--- src/rtl/rtc_cal_pkg.sv ---
package rtc_cal_pkg;

    localparam int NUM_FIELDS = 7;
    localparam int REG_STRIDE = 4;

    localparam int CTRL_OFS   = 'h00;
    localparam int HOLD_OFS   = 'h08;
    localparam int SET_BASE   = 'h14;
    localparam int LIVE_BASE  = 'h4C;

    localparam int EN_BIT     = 7;
    localparam int H24_BIT    = 5;
    localparam int REQ_BIT    = 0;
    localparam int STOP_BIT   = 1;

    typedef enum logic [2:0] {
        F_SEC  = 3'd0,
        F_MIN  = 3'd1,
        F_HOUR = 3'd2,
        F_WDAY = 3'd3,
        F_DAY  = 3'd4,
        F_MON  = 3'd5,
        F_YEAR = 3'd6
    } field_e;

    typedef logic [7:0] bcd8_t;
    typedef bcd8_t [NUM_FIELDS-1:0] cal_vec_t;

    typedef enum logic [1:0] {
        HS_RUN   = 2'd0,
        HS_SYNC1 = 2'd1,
        HS_SYNC2 = 2'd2,
        HS_HELD  = 2'd3
    } hold_state_e;

    // year 00, month 01, day 01, weekday 6, 00:00:00
    localparam cal_vec_t CAL_RESET = {8'h00, 8'h01, 8'h01, 8'h06, 8'h00, 8'h00, 8'h00};

    function automatic bcd8_t bcd_inc(input bcd8_t v);
        if (v[3:0] == 4'd9)
            return {v[7:4] + 4'd1, 4'd0};
        return {v[7:4], v[3:0] + 4'd1};
    endfunction

    function automatic logic [6:0] bcd_to_bin(input bcd8_t v);
        return (7'(v[7:4]) * 7'd10) + 7'(v[3:0]);
    endfunction

    function automatic logic year_is_leap(input bcd8_t yr);
        logic [6:0] b;
        b = bcd_to_bin(yr);
        return (b[1:0] == 2'b00);
    endfunction

    function automatic bcd8_t month_last_day(input bcd8_t mon, input bcd8_t yr);
        bcd8_t last;
        case (mon)
            8'h02:                     last = year_is_leap(yr) ? 8'h29 : 8'h28;
            8'h04, 8'h06, 8'h09, 8'h11: last = 8'h30;
            default:                   last = 8'h31;
        endcase
        return last;
    endfunction

endpackage

--- src/rtl/rtc_sec_prescaler.sv ---
module rtc_sec_prescaler #(
    parameter int TICKS_PER_SEC = 32768
) (
    input  logic clk,
    input  logic rst_n,
    input  logic tick,
    input  logic run,
    input  logic restart,
    output logic sec_pulse
);
    localparam int CNT_W = (TICKS_PER_SEC > 1) ? $clog2(TICKS_PER_SEC) : 1;
    localparam logic [CNT_W-1:0] LAST = CNT_W'(TICKS_PER_SEC - 1);

    logic [CNT_W-1:0] cnt_q;

    always_ff @(posedge clk or negedge rst_n) begin
        if (!rst_n) begin
            cnt_q <= '0;
        end else if (restart) begin
            cnt_q <= '0;
        end else if (run && tick) begin
            if (cnt_q == LAST)
                cnt_q <= '0;
            else
                cnt_q <= cnt_q + 1'b1;
        end
    end

    assign sec_pulse = run && tick && (cnt_q == LAST);

    // the tick count never passes the per-second limit
    assert_cnt_bound_R3: assert property (@(posedge clk) disable iff (!rst_n)
        cnt_q <= LAST);

    // a seconds pulse always leaves the count at zero
    assert_wrap_to_zero_R3: assert property (@(posedge clk) disable iff (!rst_n)
        sec_pulse |=> (cnt_q == '0));

    // while not running and not restarted, the count holds
    assert_frozen_when_idle_R5: assert property (@(posedge clk) disable iff (!rst_n)
        (!run && !restart) |=> $stable(cnt_q));

endmodule

--- src/rtl/rtc_hold_fsm.sv ---
module rtc_hold_fsm
    import rtc_cal_pkg::*;
(
    input  logic clk,
    input  logic rst_n,
    input  logic tick,
    input  logic hold_wr,
    input  logic hold_req,
    output logic wait_flag,
    output logic stop_flag,
    output logic capture,
    output logic release_load
);
    hold_state_e state_q, state_d;

    always_comb begin
        state_d = state_q;
        unique case (state_q)
            HS_RUN: begin
                if (hold_wr && hold_req)
                    state_d = HS_SYNC1;
            end
            HS_SYNC1: begin
                if (hold_wr && !hold_req)
                    state_d = HS_RUN;
                else if (tick)
                    state_d = HS_SYNC2;
            end
            HS_SYNC2: begin
                if (hold_wr && !hold_req)
                    state_d = HS_RUN;
                else if (tick)
                    state_d = HS_HELD;
            end
            HS_HELD: begin
                if (hold_wr && !hold_req)
                    state_d = HS_RUN;
            end
        endcase
    end

    always_ff @(posedge clk or negedge rst_n) begin
        if (!rst_n)
            state_q <= HS_RUN;
        else
            state_q <= state_d;
    end

    always_comb begin
        wait_flag    = 1'b0;
        stop_flag    = 1'b0;
        capture      = 1'b0;
        release_load = 1'b0;
        unique case (state_q)
            HS_RUN: begin
                capture = hold_wr && hold_req;
            end
            HS_SYNC1, HS_SYNC2: begin
                wait_flag    = 1'b1;
                release_load = hold_wr && !hold_req;
            end
            HS_HELD: begin
                wait_flag    = 1'b1;
                stop_flag    = 1'b1;
                release_load = hold_wr && !hold_req;
            end
        endcase
    end

    // the stopped status only appears on a tick out of the second sync state
    assert_stop_after_sync_R4: assert property (@(posedge clk) disable iff (!rst_n)
        $rose(stop_flag) |-> ($past(tick) && $past(state_q == HS_SYNC2)));

    // a request raises the hold flag on the next cycle
    assert_req_raises_wait_R4: assert property (@(posedge clk) disable iff (!rst_n)
        capture |=> (wait_flag && !stop_flag));

    // the hold flag only drops through a release write
    assert_release_clears_R7: assert property (@(posedge clk) disable iff (!rst_n)
        $fell(wait_flag) |-> $past(release_load));

endmodule

--- src/rtl/rtc_time_chain.sv ---
module rtc_time_chain
    import rtc_cal_pkg::*;
(
    input  logic     clk,
    input  logic     rst_n,
    input  logic     sec_pulse,
    input  logic     load,
    input  cal_vec_t load_val,
    output cal_vec_t live
);
    cal_vec_t cur_q, inc_d;
    logic     c_min, c_hour, c_day, c_mon, c_year;

    always_comb begin
        inc_d  = cur_q;
        c_min  = 1'b0;
        c_hour = 1'b0;
        c_day  = 1'b0;
        c_mon  = 1'b0;
        c_year = 1'b0;

        if (cur_q[F_SEC] == 8'h59) begin
            inc_d[F_SEC] = 8'h00;
            c_min        = 1'b1;
        end else begin
            inc_d[F_SEC] = bcd_inc(cur_q[F_SEC]);
        end

        if (c_min) begin
            if (cur_q[F_MIN] == 8'h59) begin
                inc_d[F_MIN] = 8'h00;
                c_hour       = 1'b1;
            end else begin
                inc_d[F_MIN] = bcd_inc(cur_q[F_MIN]);
            end
        end

        if (c_hour) begin
            if (cur_q[F_HOUR] == 8'h23) begin
                inc_d[F_HOUR] = 8'h00;
                c_day         = 1'b1;
            end else begin
                inc_d[F_HOUR] = bcd_inc(cur_q[F_HOUR]);
            end
        end

        if (c_day) begin
            inc_d[F_WDAY] = (cur_q[F_WDAY] == 8'h06) ? 8'h00 : (cur_q[F_WDAY] + 8'h01);
            if (cur_q[F_DAY] == month_last_day(cur_q[F_MON], cur_q[F_YEAR])) begin
                inc_d[F_DAY] = 8'h01;
                c_mon        = 1'b1;
            end else begin
                inc_d[F_DAY] = bcd_inc(cur_q[F_DAY]);
            end
        end

        if (c_mon) begin
            if (cur_q[F_MON] == 8'h12) begin
                inc_d[F_MON] = 8'h01;
                c_year       = 1'b1;
            end else begin
                inc_d[F_MON] = bcd_inc(cur_q[F_MON]);
            end
        end

        if (c_year)
            inc_d[F_YEAR] = (cur_q[F_YEAR] == 8'h99) ? 8'h00 : bcd_inc(cur_q[F_YEAR]);
    end

    always_ff @(posedge clk or negedge rst_n) begin
        if (!rst_n)
            cur_q <= CAL_RESET;
        else if (load)
            cur_q <= load_val;
        else if (sec_pulse)
            cur_q <= inc_d;
    end

    assign live = cur_q;

    // without a seconds pulse or a load, no field moves
    assert_time_frozen_R5: assert property (@(posedge clk) disable iff (!rst_n)
        (!sec_pulse && !load) |=> $stable(cur_q));

    // a counted second keeps the seconds field a valid BCD value below 60
    assert_sec_range_R9: assert property (@(posedge clk) disable iff (!rst_n)
        $past(sec_pulse && !load) |-> (cur_q[F_SEC] < 8'h60 && cur_q[F_SEC][3:0] < 4'd10));

    // weekday stays within 0..6 after a counted second
    assert_wday_range_R9: assert property (@(posedge clk) disable iff (!rst_n)
        $past(sec_pulse && !load) |-> (cur_q[F_WDAY] <= 8'h06));

    // the day never passes the month's last day after counting
    assert_day_range_R10: assert property (@(posedge clk) disable iff (!rst_n)
        $past(sec_pulse && !load) |->
            (cur_q[F_DAY] >= 8'h01 && cur_q[F_DAY] <= month_last_day(cur_q[F_MON], cur_q[F_YEAR])));

endmodule

--- src/rtl/rtc_calendar_core.sv ---
module rtc_calendar_core
    import rtc_cal_pkg::*;
#(
    parameter int TICKS_PER_SEC = 32768,
    parameter int ADDR_W        = 8
) (
    input  logic              clk,
    input  logic              rst_n,
    input  logic              tick,
    input  logic              wr_en,
    input  logic              rd_en,
    input  logic [ADDR_W-1:0] addr,
    input  logic [7:0]        wdata,
    output logic [7:0]        rdata
);
    localparam logic [ADDR_W-1:0] CTRL_A = ADDR_W'(CTRL_OFS);
    localparam logic [ADDR_W-1:0] HOLD_A = ADDR_W'(HOLD_OFS);

    logic     en_q, h24_q;
    logic     wait_flag, stop_flag, capture, release_load;
    logic     hold_wr, run, sec_pulse;
    cal_vec_t shadow_q, live;
    logic [NUM_FIELDS-1:0] set_hit, live_hit;
    logic [7:0] rd_mux;

    genvar gi;
    generate
        for (gi = 0; gi < NUM_FIELDS; gi++) begin : g_decode
            assign set_hit[gi]  = (addr == ADDR_W'(SET_BASE  + REG_STRIDE * gi));
            assign live_hit[gi] = (addr == ADDR_W'(LIVE_BASE + REG_STRIDE * gi));
        end
    endgenerate

    assign hold_wr = wr_en && (addr == HOLD_A);

    always_ff @(posedge clk or negedge rst_n) begin
        if (!rst_n) begin
            en_q  <= 1'b0;
            h24_q <= 1'b0;
        end else if (wr_en && addr == CTRL_A) begin
            en_q  <= wdata[EN_BIT];
            h24_q <= wdata[H24_BIT];
        end
    end

    rtc_hold_fsm u_hold (
        .clk          (clk),
        .rst_n        (rst_n),
        .tick         (tick),
        .hold_wr      (hold_wr),
        .hold_req     (wdata[REQ_BIT]),
        .wait_flag    (wait_flag),
        .stop_flag    (stop_flag),
        .capture      (capture),
        .release_load (release_load)
    );

    always_ff @(posedge clk or negedge rst_n) begin
        if (!rst_n) begin
            shadow_q <= CAL_RESET;
        end else if (capture) begin
            shadow_q <= live;
        end else if (wr_en && wait_flag) begin
            for (int i = 0; i < NUM_FIELDS; i++) begin
                if (set_hit[i])
                    shadow_q[i] <= wdata;
            end
        end
    end

    assign run = en_q && !wait_flag && !capture;

    rtc_sec_prescaler #(
        .TICKS_PER_SEC (TICKS_PER_SEC)
    ) u_presc (
        .clk       (clk),
        .rst_n     (rst_n),
        .tick      (tick),
        .run       (run),
        .restart   (release_load),
        .sec_pulse (sec_pulse)
    );

    rtc_time_chain u_chain (
        .clk       (clk),
        .rst_n     (rst_n),
        .sec_pulse (sec_pulse),
        .load      (release_load),
        .load_val  (shadow_q),
        .live      (live)
    );

    always_comb begin
        rd_mux = 8'h00;
        if (addr == CTRL_A) begin
            rd_mux[EN_BIT]  = en_q;
            rd_mux[H24_BIT] = h24_q;
        end else if (addr == HOLD_A) begin
            rd_mux[REQ_BIT]  = wait_flag;
            rd_mux[STOP_BIT] = stop_flag;
        end
        for (int i = 0; i < NUM_FIELDS; i++) begin
            if (set_hit[i])
                rd_mux = shadow_q[i];
            if (live_hit[i])
                rd_mux = live[i];
        end
    end

    always_ff @(posedge clk or negedge rst_n) begin
        if (!rst_n)
            rdata <= 8'h00;
        else if (rd_en)
            rdata <= rd_mux;
    end

    // a time-register write while running leaves the writable bank untouched
    assert_ignore_running_write_R6: assert property (@(posedge clk) disable iff (!rst_n)
        (wr_en && !wait_flag && addr != HOLD_A) |=> $stable(shadow_q));

    // with counting disabled, a tick moves no live field
    assert_disabled_no_count_R2: assert property (@(posedge clk) disable iff (!rst_n)
        (!en_q && !release_load) |=> $stable(live));

    // a release makes the live bank equal to the loaded values
    assert_release_loads_R7: assert property (@(posedge clk) disable iff (!rst_n)
        release_load |=> (live == $past(shadow_q)));

endmodule

--- config.mk ---
export PLATFORM = sky130hd
export DESIGN_NAME = rtc_calendar_core
export DESIGN_NICKNAME = d
export VERILOG_FILES = /design/src/rtl/rtc_cal_pkg.sv /design/src/rtl/rtc_sec_prescaler.sv /design/src/rtl/rtc_hold_fsm.sv /design/src/rtl/rtc_time_chain.sv /design/src/rtl/rtc_calendar_core.sv
export SDC_FILE = /design/constraint.sdc
export NUM_CORES = 1
export LEC_CHECK = 0
export BUFFER_PORTS_ARGS = -buffer_cell sky130_fd_sc_hd__buf_4
export CAP_MARGIN = 10
export CORE_ASPECT_RATIO = 0.6
export CORE_MARGIN = 1.5
export CORE_UTILIZATION = 35
export CTS_CLUSTER_SIZE = 12
export DETAILED_ROUTE_END_ITERATION = 12
export GPL_ROUTABILITY_DRIVEN = 0
export PLACE_DENSITY = 0.62
export SYNTH_ARGS = -nofsm -noshare
export SYNTH_HDL_FRONTEND = slang
export SYNTH_SLANG_ARGS = --single-unit
--- constraint.sdc ---
create_clock -name clk -period 5.16 [get_ports clk]
set_input_delay 0.516 -clock clk [delete_from_list [all_inputs] [get_ports clk]]
set_output_delay 0.516 -clock clk [all_outputs]
set_load 0.1 [all_outputs]
* Word level (Yosys, flattened, before mapping)
Cells that the tools add are included.
** Operators by class
- $mul :: 1
- Equal/unequal tests :: 41
- Reduce and logical (&&, ||, !) cells :: 57
- Add/sub/neg operators :: 15
- Multiplexer cells :: 95
** Operators with widths (number)
- $mux W8 :: 45
- $mux W56 :: 4
- $eq A8 B7 Y1 const B :: 9
- $add A4 B1 Y4 const B :: 12
- $mux W15 :: 3
- $eq A8 B5 Y1 const B :: 5
- $eq A8 B6 Y1 const B :: 5
- $mux W1 :: 32
- $reduce_bool A2 Y1 :: 15
- $reduce_and A2 Y1 :: 13
- $eq A4 B4 Y1 const B :: 6
- $eq A8 B3 Y1 const B :: 3
- $reduce_bool A3 Y1 :: 6
- $eq A8 B4 Y1 const B :: 2
- $mux W16 :: 1
- $mux W2 :: 8
- $pmux W8 S2 :: 1
- $add A15 B1 Y15 const B :: 1
- $eq A15 B15 Y1 const B :: 1
- $reduce_and A3 Y1 :: 5
- $logic_and A1 B1 Y1 :: 9
- $add A8 B1 Y8 const B :: 1
- $eq A8 B2 Y1 const B :: 1
- $eq A8 B8 Y1 :: 1
- 14 further kinds :: 20
** Word-level totals
- Bits in registers :: 139
- Input bits :: 21

* Depth between registers and ports, before layout
- Word-level depth :: 19
- Gate-level depth with buffers :: 10

* By module
From an unflattened synthesis, not the netlist that was laid out.
** Second synthesis, totals
- Cell total of the unflattened synthesis :: 1071
- Area total of the unflattened synthesis :: 9479.1 um^2
** By module, submodules not included
- rtc_calendar_core :: cells each 502, area an instance 4499.3 um^2, times used 1
- rtc_time_chain :: cells each 468, area an instance 4011.3 um^2, times used 1
- rtc_sec_prescaler :: cells each 86, area an instance 843.3 um^2, times used 1
- rtc_hold_fsm :: cells each 15, area an instance 125.1 um^2, times used 1

* Worst setup path after synthesis
No wires, ideal clock.
- Kind :: input to register
- Start point :: input port addr[5]
- End point :: register u_chain.cur_q (netlist bit u_chain.live[43])
- Required time :: 5032 ps
- Arrival :: 2453 ps
- Stages :: 6
- Buffers on the path :: 1
- Slack :: 2579 ps
- Path through :: or4_1 -> clkbuf_1 -> or4_4 -> a21o_4 -> a21o_1 -> mux2_1
** On the way
- Word-level cells in the longest chain between the ends :: 10
- Elaborated cells on any way between the ends :: 14
- Classes of those cells :: eq/ne (1); mux (3); reduce/logical (10)
** Ends and longest elaborated chain
- start, declared :: RTL line rtc_calendar_core.sv:12 : input logic [ADDR_W-1:0] addr,
- $eq A8 B4 Y1 * :: RTL line rtc_calendar_core.sv:34 : assign hold_wr = wr_en && (addr == HOLD_A);
- $logic_and A1 B1 Y1 * :: RTL line rtc_calendar_core.sv:34
- $logic_and A1 B1 Y1 :: RTL line rtc_hold_fsm.sv:56 : capture = hold_wr && hold_req;
- $mux W1 :: RTL line rtc_hold_fsm.sv:54 : unique case (state_q)
- $logic_not A1 Y1 :: RTL line rtc_calendar_core.sv:71 : assign run = en_q && !wait_flag && !capture;
- $logic_and A1 B1 Y1 :: RTL line rtc_calendar_core.sv:71
- $logic_and A1 B1 Y1 (2 in series) :: RTL line rtc_sec_prescaler.sv:29 : assign sec_pulse = run && tick && (cnt_q == LAST);
- $reduce_bool A2 Y1 (no line)
- $reduce_and A2 Y1 (no line)
- end signal, assigned :: RTL line rtc_time_chain.sv:74 : cur_q <= load_val;
- end signal, assigned :: RTL line rtc_time_chain.sv:76 : cur_q <= inc_d;
- end, declared :: RTL line rtc_time_chain.sv:11 : cal_vec_t cur_q, inc_d;
Mark *: on every way between the ends. The rest lies on a longest branch, timed or not.
A chain may end at the register's enable or synchronous reset.

* Final worst setup path
- Start point :: register u_chain.cur_q (netlist bit u_chain.live[8])
- End point :: register u_chain.cur_q (netlist bit u_chain.live[40])
** On the way
- Word-level cells in the longest chain between the ends :: 7
** Ends and longest elaborated chain
- $eq A8 B7 Y1 :: RTL line rtc_time_chain.sv:30 : if (cur_q[F_MIN] == 8'h59) begin
- $mux W1 :: RTL line rtc_time_chain.sv:30
- $mux W1 :: RTL line rtc_time_chain.sv:29 : if (c_min) begin
- $mux W1 :: RTL line rtc_time_chain.sv:38 : if (c_hour) begin
- $mux W1 :: RTL line rtc_time_chain.sv:47 : if (c_day) begin
- $reduce_bool A2 Y1 (no line)
- $reduce_and A2 Y1 (no line)
Every way passes these cells.

==> qor.csv <==
stage,metric,value,unit
worst_setup_path,critical_path_class,flop to flop,
clock_network,cts_sinks,139,
drt,drcViolationCount,0,
drt,wl_met1,15070,µm
power_and_ir_drop,ir_drop,0.2066,mV
yosys,synth-edff-count,0,
yosys,yosysSeqAreaShare,40.10,%
yosys,synth_top_area_share,37.68,%
yosys,synth_cells,1039,
timing,fin_setup_tns,0,ns
drt,routed_wirelength,31510,µm
yosys,syn_nets,1085,
worst_setup_path,crit_fanout,26,
power_and_ir_drop,power_density,339.8,nW/µm²
final_layout,drive_gt1_share,10.22,%
floorplanning,rows,44,
worst_setup_path,worst-r2r-setup-slack,2.03,ns
final_layout,area_growth,12.08,%
global_routing,grt_first_pass_wirelength,48160,µm
floorplanning,io_pins,29,
final_layout,insertedDiodeCount,0,
timing,finalCritPeriodShare,60.57,%
flow_run,cap_violations,0,
timing,finalSetupViolCount,0,
global_routing,grt_pass1_vias,7748,
worst_setup_path,cp_data_required_time,5.52,ns
yosys,synth_area_leaders,"dfrtp_1 (38%), a21oi_1 (11%), nor2_1 (5.7%), o21ai_0 (5.2%), ha_1 (3.6%)",
global_routing,grt_antenna_before_repair,0,
final_layout,stdcell_count,1379,
placement,portBuffers,28,
drt,highest_layer,met4,
power_and_ir_drop,pwr-share-comb,11.8,%
timing,min_period,3.125,ns
yosys,synth_cell_types,85,
outcome,status,completed,
yosys,yosys_register_bits,139,
power_and_ir_drop,cellLeakagePower,0.003967,µW
drt,avgViaCountPerCell,6.197,
drt,dr_wl_met2,11770,µm
timing,rsz0062_at_grt,false,
clock_network,path_clk_slew,0.07,ns
worst_setup_path,timing.rr.start,u_chain.live[8],
floorplanning,die_h,125.1,µm
floorplanning,core,24280,µm²
power_and_ir_drop,clkPwrFrac,36.7,%
timing,fmax,320.0,MHz
yosys,yosys_warnings,0,
drt,wl_per_cell,22.85,µm
yosys,async_flop_share,100.0,%
yosys,synth_area,8700,µm²
min_path,hold_class,input pin to async pin,
worst_setup_path,reg2reg_depth,7,
floorplanning,die_x,206.5,µm
clock_network,post_cts_buffers,0,
drt,initialDrtViolationCount,1301,
timing,slew_headroom,18.92,%
timing,worstMarginPinSlew,1.212,ns
clock_network,post_cts_resized,0,
yosys,synthFlopType,dfrtp_1,
power_and_ir_drop,p_seq_share,51.5,%
worst_setup_path,reg2reg_to,u_chain.live[40],
floorplanning,die_area,25840,µm²
global_routing,grt-ovfl-total,0,
timing,report.final.hold_viol_count,0,
clock_network,ctsHoldBuffers,0,
timing,drv_slew,0,
placement,place_inst,1343,
clock_network,clockRootBuffer,clkbuf_16,
drt,drt_pre_antenna_iters,6,
power_and_ir_drop,p_int,2199,µW
global_routing,grt_usage,24.82,%
drt,num_vias,8546,
power_and_ir_drop,p_sw,1114,µW
final_layout,nNetsFinal,1090,
worst_setup_path,crit_path_start_kind,flop,
global_routing,grt_max_degree,90,
worst_setup_path,critPathArrivalTime,3.49,ns
clock_network,cts_tree,done,
drt,ant_nets,0,
clock_network,clk_latency,0.45,ns
worst_setup_path,end_kind,flop,
timing,clock_skew,0.01868,ns
yosys,syn_avg_cell_area,8.373,µm²
placement,place_area,9148,µm²
floorplanning,initial_core_util,35.83,%
yosys,yosysTopAreaCell,dfrtp_1,
final_layout,final_cell_area,9751,µm²
power_and_ir_drop,switching_share,33.62,%
clock_network,cts.path.max_buffers,2,
drt,met3_length,4217,µm
power_and_ir_drop,finalPower,3313,µW
clock_network,numCtsBuffers,17,
clock_network,htreeDepth,4,
placement,hpwlAfterDp,22850,µm
[synthesized netlist by cell type, types with 6 or more instances]
library cell and instances:
a21oi_1 189, nor2_1 133, dfrtp_1 131, o21ai_0 91, nand2_1 62, nand3_1 32
clkbuf_1 31, nor3_1 26, ha_1 25, buf_2 18, inv_1 18, and3_1 16
nor2b_1 16, nor3b_1 16, a22oi_1 15, a221oi_1 11, nor4_1 10, o22ai_1 10
nand2b_1 9, dfstp_2 8, and2_1 7, o21ai_1 7, a211oi_1 6, nand3b_1 6
o211ai_1 6, o31ai_1 6
[cell usage in the layout, fill, tap and decap left out, types with 7 or more instances in the layout]
master       n
o21ai_0     91
nand2_1     62
ha_1        25
nor4_1       9
nand2b_1     9
nor2_1     133
clkbuf_16   17
nor2b_1     16
buf_4       38
dfstp_2      8
nor3b_1     16
nor3_1      26
nand3_1     32
inv_1       18
a21oi_1    189
and3_1      15
a22oi_1     15
and2_1       7
o22ai_1     10
a221oi_1    11
o21ai_1      7
dfrtp_1    131
[power groups by stage]
stage / Combinational [µW] / Clock [µW] / Sequential, µW
floorplan: 261 / 0 / 1530
global placement: 365 / 0 / 1680
detailed placement: 386 / 0 / 1690
CTS: 388 / 1230 / 1670
global route: 448 / 1280 / 1710
finish: 391 / 1220 / 1710
[metrics by stage]
stage | hold WS [ns] | setup WS [ns] | util (%)
floorplan | 0.2204 | 2.579 | -
global placement | 0.4976 | 1.762 | 37.68
detailed placement | 0.4943 | 1.681 | 37.68
CTS | 0.1808 | 2.056 | 40.04
global route | 0.2003 | 1.883 | 40.16
finish | 0.1294 | 2.035 | 40.16
[per-layer routing]
metal,up-vias,track usage [%]
met5,-,0
met4,0,5.968
met3,38,8.916
met2,498,30.49
met1,4140,39.52
li1,3870,-
[final cells by class]
class	instances	area, µm²
Clock buffer	20	456.7
Clock inverter	12	116.4
Fill cell	2451	14530
Inverter	19	71.32
Multi-Input combinational cell	828	4918
Sequential cell	139	3488
Tap cell	322	402.9
Timing Repair Buffer	39	296.5
[flip-flops by register name, indices dropped and copies added (netlist names)]
signal          flops
rdata               8
u_hold.state_q      2
u_presc.cnt_q      15
shadow_q           56
u_chain.live       56
en_q                1
h24_q               1
[worst max path at each step]
stage,from,slack [ns],cells past startpoint,end
final,u_chain.live[8],2.03,7,u_chain.live[40]
after global routing,u_chain.live[8],1.88,8,u_chain.live[55]
after CTS,u_chain.live[8],2.06,7,u_chain.live[40]
after detailed placement,addr[1],1.68,7,shadow_q[20]
after global placement,addr[1],1.76,8,u_chain.live[23]
after floorplan,addr[5],2.58,6,u_chain.live[43]
[worst max-delay path, stage by stage, from the launching register on]
cell,delay [ns]
dfrtp_1,0.52
ha_1,0.21
nand3b_1,0.20
or4_1,0.67
or3_1,0.47
a21o_4,0.35
a21o_1,0.26
a221o_1,0.37
[kinds of logic after synthesis]
kind of cell,count (synthesis),synth area share (%)
buffers and inverters,72,3.538
XOR/XNOR,6,0.6042
flip-flops,139,40.10
adder cells (fa/ha/maj),25,3.596
multiplexers,9,1.151
AO/OA/AOI/OAI,401,27.28
AND/OR/NAND/NOR,387,23.73
No activity file was read; power rests on OpenSTA's default activity.
